File: src/rtl/scan_pkg.sv
package scan_pkg;
  typedef enum logic [2:0] {
    OP_ADD    = 3'd0,
    OP_MUL    = 3'd1,
    OP_MAX    = 3'd2,
    OP_MIN    = 3'd3,
    OP_AND    = 3'd4,
    OP_OR     = 3'd5,
    OP_XOR    = 3'd6,
    OP_AFFINE = 3'd7
  } scan_op_e;
endpackage

File: src/rtl/scan_combine.sv
// One operator cell: res = lhs (lower index) combined with rhs (higher index).
module scan_combine
  import scan_pkg::*;
#(
  parameter int W = 16  // must be even for the affine code
) (
  input  scan_op_e       op,
  input  logic [W-1:0]   lhs,
  input  logic [W-1:0]   rhs,
  output logic [W-1:0]   res
);
  localparam int H = W / 2;

  logic [H-1:0] l_mul, l_add, r_mul, r_add;
  logic [H-1:0] aff_hi, aff_lo;

  assign l_mul = lhs[W-1:H];
  assign l_add = lhs[H-1:0];
  assign r_mul = rhs[W-1:H];
  assign r_add = rhs[H-1:0];

  always_comb begin
    aff_hi = l_mul * r_mul;
    aff_lo = r_mul * l_add + r_add;
    case (op)
      OP_ADD:    res = lhs + rhs;
      OP_MUL:    res = lhs * rhs;
      OP_MAX:    res = (lhs > rhs) ? lhs : rhs;
      OP_MIN:    res = (lhs < rhs) ? lhs : rhs;
      OP_AND:    res = lhs & rhs;
      OP_OR:     res = lhs | rhs;
      OP_XOR:    res = lhs ^ rhs;
      OP_AFFINE: res = {aff_hi, aff_lo};
      default:   res = lhs + rhs;
    endcase
  end
endmodule

File: src/rtl/scan_sequencer.sv
// Round counter: accepts a start only when idle, runs LG rounds, pulses done.
module scan_sequencer #(
  parameter int LG = 3,
  parameter int CW = 2
) (
  input  logic          clk,
  input  logic          rst,
  input  logic          start,
  output logic          load,
  output logic          busy,
  output logic          done,
  output logic [CW-1:0] round
);
  localparam logic [CW-1:0] LAST = CW'(LG - 1);

  assign load = start & ~busy;

  always_ff @(posedge clk) begin
    if (rst) begin
      busy  <= 1'b0;
      done  <= 1'b0;
      round <= '0;
    end else begin
      done <= 1'b0;
      if (load) begin
        busy  <= 1'b1;
        round <= '0;
      end else if (busy) begin
        if (round == LAST) begin
          busy  <= 1'b0;
          done  <= 1'b1;
          round <= '0;
        end else begin
          round <= round + 1'b1;
        end
      end
    end
  end
endmodule

File: src/rtl/prefix_scan_unit.sv
module prefix_scan_unit
  import scan_pkg::*;
#(
  parameter int N = 8,   // power of two, at least 2
  parameter int W = 16   // even
) (
  input  logic           clk,
  input  logic           rst,
  input  logic           start,
  input  logic [2:0]     op_sel,
  input  logic [N*W-1:0] data_in,
  output logic           busy,
  output logic           done,
  output logic [N*W-1:0] data_out
);
  localparam int LG = $clog2(N);
  localparam int CW = (LG > 1) ? $clog2(LG) : 1;
  localparam int NR = 2 ** CW;

  logic [N-1:0][W-1:0] lanes, lanes_in, left, sum;
  logic [N-1:0]        act;
  logic [CW-1:0]       round;
  logic                load;
  scan_op_e            op_q;

  assign lanes_in = data_in;
  assign data_out = lanes;

  scan_sequencer #(.LG(LG), .CW(CW)) u_seq (
    .clk   (clk),
    .rst   (rst),
    .start (start),
    .load  (load),
    .busy  (busy),
    .done  (done),
    .round (round)
  );

  for (genvar i = 0; i < N; i++) begin : g_lane
    logic [NR-1:0][W-1:0] cand;
    logic [NR-1:0]        ok;
    for (genvar r = 0; r < NR; r++) begin : g_dist
      if (r < LG && i >= (1 << r)) begin : g_on
        assign cand[r] = lanes[i - (1 << r)];
        assign ok[r]   = 1'b1;
      end else begin : g_off
        assign cand[r] = '0;
        assign ok[r]   = 1'b0;
      end
    end
    assign left[i] = cand[round];
    assign act[i]  = ok[round];

    scan_combine #(.W(W)) u_cmb (
      .op  (op_q),
      .lhs (left[i]),
      .rhs (lanes[i]),
      .res (sum[i])
    );
  end

  // All lanes update from the same pre-edge snapshot (nonblocking).
  always_ff @(posedge clk) begin
    if (rst) begin
      lanes <= '0;
      op_q  <= OP_ADD;
    end else if (load) begin
      lanes <= lanes_in;
      op_q  <= scan_op_e'(op_sel);
    end else if (busy) begin
      for (int i = 0; i < N; i++) begin
        if (act[i]) lanes[i] <= sum[i];
      end
    end
  end
endmodule

File: config.mk
export PLATFORM = sky130hd
export DESIGN_NAME = prefix_scan_unit
export DESIGN_NICKNAME = d
export VERILOG_FILES = /design/src/rtl/scan_pkg.sv /design/src/rtl/scan_combine.sv /design/src/rtl/scan_sequencer.sv /design/src/rtl/prefix_scan_unit.sv
export SDC_FILE = /design/constraint.sdc
export NUM_CORES = 2
export LEC_CHECK = 0
export ABC_AREA = 0
export BUFFER_PORTS_ARGS = -buffer_cell sky130_fd_sc_hd__clkbuf_2
export CELL_PAD_IN_SITES_DETAIL_PLACEMENT = 0
export CELL_PAD_IN_SITES_GLOBAL_PLACEMENT = 1
export CORE_UTILIZATION = 47
export CTS_CLUSTER_SIZE = 40
export DETAILED_ROUTE_END_ITERATION = 12
export MAX_ROUTING_LAYER = met4
export PLACE_DENSITY = 0.78
export SLEW_MARGIN = 0
export SYNTH_ARGS = -nofsm -noshare
export SYNTH_HDL_FRONTEND = slang
export SYNTH_HIERARCHICAL = 1
export SYNTH_SLANG_ARGS = --single-unit
File: constraint.sdc
create_clock -name clk -period 12.4 [get_ports clk]
set_clock_uncertainty 0.05 [all_clocks]
set_input_delay 1.86 -clock clk [delete_from_list [all_inputs] [get_ports clk]]
set_output_delay 1.86 -clock clk [all_outputs]
set_load 0.005 [all_outputs]
; ---- Yosys cells after proc, flatten, opt, wreduce, memory -nomap -nowiden
; Cells that the tools add are included.
[totals]
regBits = 135
out_inout_bits = 130
elab_cells = 199
[op_classes]
addsub = 17
n_mul = 24
magnitude_cmp = 17
n_eq_ne = 24
n_mux = 63
n_bitwise = 26
reduce_logical = 16
[op_table]
columns = cell, n
row1 = $pmux 16 s8, 8
row2 = $mux 16, 32
row3 = $bmux 16 s2, 8
row4 = $mux 128, 2
row5 = $add 16x16->16, 8
row6 = $and 16x16->16, 8
row7 = $gt 16x16->1, 8
row8 = $lt 16x16->1, 8
row9 = $mul 16x16->16, 8
row10 = $mul 8x8->8, 16
row11 = $or 16x16->16, 8
row12 = $xor 16x16->16, 8
row13 = $add 8x8->8, 8
row14 = $ne 3x2->1 const B, 16
row15 = $reduce_and 4->1, 8
row16 = $eq 3x3->1 const B, 4
row17 = $reduce_bool 2->1, 5
row18 = $bmux 1 s2, 4
row19 = $mux 1, 8
row20 = $eq 3x2->1 const B, 2
row21 = $eq 3x1->1 const B, 1
row22 = $logic_not 3->1, 1
row23 = $lt 2x3->1 const B, 1
row24 = $reduce_or 3->1, 1
row25 = 6 further kinds, 6

; ---- Logic depth before layout (Yosys ltp)
[logic_depth]
depth_word = 8
mapped_depth = 31
ltp_nobuf = 27

; ---- Cells and area by module
; Netlist, hierarchy kept.
[by_module_without_submodules]
columns = mod, instances, cells_per_inst, area_each_um2, seq_area_each_um2
row1 = scan_combine at g_lane[3].u_cmb ..., 2, 1031, 8027.7, 0.0
row2 = scan_combine at g_lane[2].u_cmb, 1, 1066, 8267.9, 0.0
row3 = prefix_scan_unit, 1, 916, 8202.9, 2622.5
row4 = scan_combine at g_lane[1].u_cmb, 1, 1053, 8146.6, 0.0
row5 = scan_combine at g_lane[7].u_cmb, 1, 1033, 8097.8, 0.0
row6 = scan_combine at g_lane[5].u_cmb, 1, 1039, 8070.2, 0.0
row7 = scan_combine at g_lane[6].u_cmb, 1, 1020, 8001.4, 0.0
row8 = scan_sequencer, 1, 14, 153.9, 80.1

; ---- Least setup slack after synthesis
; No wires, ideal clock.
[synth_timing]
path_type = register to register
startpoint = reg u_seq.round[1]
endpoint = reg lanes (netlist bit data_out[111])
setup_time_ns = 0.137
arrival_time_ns = 6.770
required_time_ns = 12.213
setup_slack_ns = 5.442
path_stages_with_launch = 26
path_buffers = 2
cell_sequence = dfxtp_1 > buf_4 > buf_2 > mux2i_1 > o21ai_0 > clkinv_1 > nor2_1 > fa_1 > fa_1 > ha_1 > fa_1 > inv_1 > fa_1 > fa_1 > inv_1 > ha_1 > o21a_1 > o21ai_0 > a211oi_1 > a2111oi_2 > o21bai_1 > a21oi_1 > xnor2_1 > a221o_1 > mux2i_1 > a211oi_2
[synth_rtl]
columns = item, line_no
row1 = "start, declared", scan_sequencer.sv:12  ; output logic [CW-1:0] round
row2 = "start signal, assigned", scan_sequencer.sv:34  ; round <= round + 1'b1;
row3 = "end signal, assigned", prefix_scan_unit.sv:68  ; lanes <= lanes_in;
row4 = "end signal, assigned by index", prefix_scan_unit.sv:72  ; if (act[i]) lanes[i] <= sum[i];
row5 = "end, declared", prefix_scan_unit.sv:20  ; logic [N-1:0][W-1:0] lanes, lanes_in, left, sum;

==> impl_results.md <==
- Outcome: completed
- Final Setup Violations: 0
- Reg2reg setup slack: 3520 ps
- Setup CP Type: reg2reg
- Placer Congestion: roughly 1.0
- DIE AREA: 139800 um2
- Maximum level of the CTS H-tree: 4
- Number of fill cells in the layout: between 10000 and 15000
- Initial drt markers: around 6100
- Clk buf depth: 2
- Final setup margin: roughly 3500 ps
- Vias in the first global route: 61290
- Setup tns final: 0 ps
- Worst Path Arrival: 9210 ps
- Hold endpoint: data_out[1]
- Max_slew headroom: roughly 14%
- FF+latch area: between 2000 and 3000 um2
- First-pass GRT wire length: ~400 mm
- Sequential fraction of the synthesis area: just over 4%
- Count of pins over their slew limit: 0
- Worst hold path type: reg2reg
- Hold Crit Depth: 2
- Worst hold slack: 455.3 ps
- Most frequent cells after synthesis: inv_1, ha_1, nor2_1
- Ys async rst share: 0%
- Synthesized Nets: between 10000 and 15000
- # clock sinks: 135
- CP Data Required Time: between 10000 and 15000 ps
- Die X: roughly 370 um
- Post-DRT Antenna Nets: 0
- Crit Path Max Fanout: between 60 and 70
- Final hold violation count: 0
- Psw: 4.888 mW
- PostCTS Resize Cnt: 0
- CP Launch Type: flop
- Cts-stage hold buffer count: 0
- Initial antenna violation count: 9
- Largest net degree at the start of global routing: 70
- CP Capture Type: flop
- Post-route insts no fill: between 10000 and 15000
- Warnings from Yosys: 6
- DRC: 0
- Vias per std cell: 5.926
- Peak VDD IR: 0.1473 mV
- Leading area contributor after synthesis: fa_1
- Layout cells sized above 1: under 10%
- Num CTS Buffers: 17
- Worst-margin pin slew: between 1000 and 1500 ps
- Power Internal: roughly 3.3 mW
- Prevailing post-synth register cell: dfxtp_1
- Net Sw Frac: between 60 and 70%
- Initial DRT Pass Iterations: 7
- Max-cap viol count: 0
- Area share of the largest cell type after synthesis: between 20% and 30%
- Avg WL per Cell: between 20 and 30 um
- Power per Cell Area: 117.7 nW/um2
- Vias: between 60000 and 70000
- Clock Pin Slew Worst Setup and Hold Paths: 80 ps
- Yosys reg bits: ~140
- Count leader, synth: inv_1
- Final WL: approximately 270 mm
- Dpl hpwl: 209.2 mm
- Tmin final: around 9000 ps
- Initial Utilization: 47.33%
- Number of enable flip-flop cells after synthesis: 0
- R2r worst-path depth: 26
- Core area: roughly 140000 um2
- Placed Instances: slightly above 10000
- Die Height: between 300 and 400 um
- Mapped Area: roughly 65000 um2
- Multi-input logic area: around 55000 um2
- Overall Global Routing Usage: about two fifths
- Port bufs: ~260
- Worst Setup Slack post-DPL: 3677 ps
- Highest Clock Rate: around 110 MHz
- Syn avg cell area: slightly below 8 um2
- LEAKAGE: about 34 nW
- RSZ-0062 raised after global routing: false
- Insertion delay to the later sink of the worst-skew pair: 560 ps
- IO Count: about 260
- Clock share of power: 7.0%
- Sequential power share: between 7 and 8%
- Synth unique cells: ~120
- CTS tree: done
- Reg2Reg Capture Point: data_out[63]
- Startpoint of the worst hold path: data_out[1]
- Reg-to-Reg Start: u_seq/round[0]
- Root buffer cell: clkbuf_16
- Syn Inst Count: approximately 8000
- Area grow syn2layout: 6.445%
- # nets final: around 10000
- # rows: around 140
- Comb power frac: approximately 86%
- Postcts setup bufs: 0
- Synth area leaders: fa_1, ha_1, inv_1
- GR Overflow Total: 0
- Final worst path period share: 71.59%
-- how the worst max path moves through the flow --
stage                        start            end  depth (start not counted)
floorplan           u_seq/round[1]  data_out[111]                         25
global placement    u_seq/round[0]   data_out[63]                         26
detailed placement  u_seq/round[0]   data_out[63]                         26
CTS                 u_seq/round[0]   data_out[63]                         26
global route        u_seq/round[0]   data_out[63]                         26
finish              u_seq/round[0]   data_out[63]                         26
-- critical path, cell delays in order (launching register included) --
cell	delay, ps
dfxtp_4	690
buf_4	670
mux2i_1	160
nor2_1	890
clkinv_1	760
nor2_1	320
fa_1	460
inv_1	80
fa_1	420
inv_1	70
ha_1	150
fa_1	440
fa_1	580
inv_1	60
fa_1	480
inv_1	40
ha_1	220
or3_1	400
o21ai_0	300
o21ai_0	220
a21o_1	220
a21o_1	180
xnor2_1	150
o221ai_1	140
mux2_2	290
a21oi_1	140
nor3_1	70
-- per-layer routing --
metal,GRT usage [%],part of all wire [%],up-vias
li1,-,-,26720
met1,48.90,40,29860
met2,61.23,45,2987
met3,7.815,9.3,697
met4,18.35,5.4,0
met5,-,0,-
-- cells in the final DEF (no fill, tap or decap), types with 29 or more instances in the layout --
| cell | n |
|---|---|
| o22ai_1 | 31 |
| xnor2_1 | 384 |
| mux4_2 | 46 |
| nor3_1 | 182 |
| mux2i_1 | 328 |
| nand2b_1 | 38 |
| o221ai_1 | 43 |
| nand3_1 | 51 |
| nor3b_1 | 35 |
| nand2_1 | 798 |
| o21ai_0 | 288 |
| buf_4 | 232 |
| mux2_2 | 38 |
| o21ai_1 | 41 |
| nor2_1 | 881 |
| clkinv_1 | 92 |
| fa_1 | 772 |
| clkbuf_2 | 262 |
| a31oi_1 | 29 |
| nor2b_1 | 49 |
| ha_1 | 910 |
| a21o_1 | 66 |
| inv_1 | 1497 |
| a211oi_1 | 40 |
| a22oi_1 | 47 |
| dfxtp_1 | 130 |
| a21oi_1 | 380 |
| a211oi_2 | 64 |
| xor2_1 | 139 |
-- registers in the layout, indices dropped and copies added, names as in the netlist --
name / cells
data_out: 128
op_q: 3
u_seq/round: 2
u_seq/busy: 1
u_seq/done: 1
-- power by group through the flow --
stage | Sequential [mW] | Clock [mW] | Combinational, mW
detailed placement | 0.596 | 0 | 6.79
CTS | 0.587 | 0.589 | 6.86
floorplan | 0.610 | 0 | 4.56
finish | 0.592 | 0.574 | 6.98
global placement | 0.595 | 0 | 6.75
global route | 0.594 | 0.600 | 7.56
-- cell type report --
| class | instances | area share (%) |
|---|---|---|
| Antenna cell | 8 | 0.02894 |
| Clock inverter | 14 | 0.1989 |
| Tap cell | 1794 | 3.244 |
| Sequential cell | 135 | 3.933 |
| Clock buffer | 18 | 0.6348 |
| Multi-Input combinational cell | 6103 | 78.84 |
| Inverter | 1602 | 8.692 |
| Timing Repair Buffer | 495 | 4.429 |
-- per-stage QoR --
stage	utilization [%]	power (mW)	instance area (um2)
5_1_grt	50.37	8.752	69180
4_1_cts	50.37	8.031	69170
2_1_floorplan	-	5.174	65000
3_5_place_dp	49.95	7.391	68590
3_3_place_gp	49.95	7.343	68590
6_report	50.38	8.145	69190
-- cells by family after synthesis --
| group | share of synthesized area [%] |
|---|---|
| fa+ha+maj | 41.30 |
| buf+inv | 11.98 |
| mux | 7.304 |
| xor+xnor | 7.255 |
| simple gates | 14.64 |
| flops | 4.158 |
| compound gates | 13.36 |
Note: power is estimated with default switching activity, not from simulation.
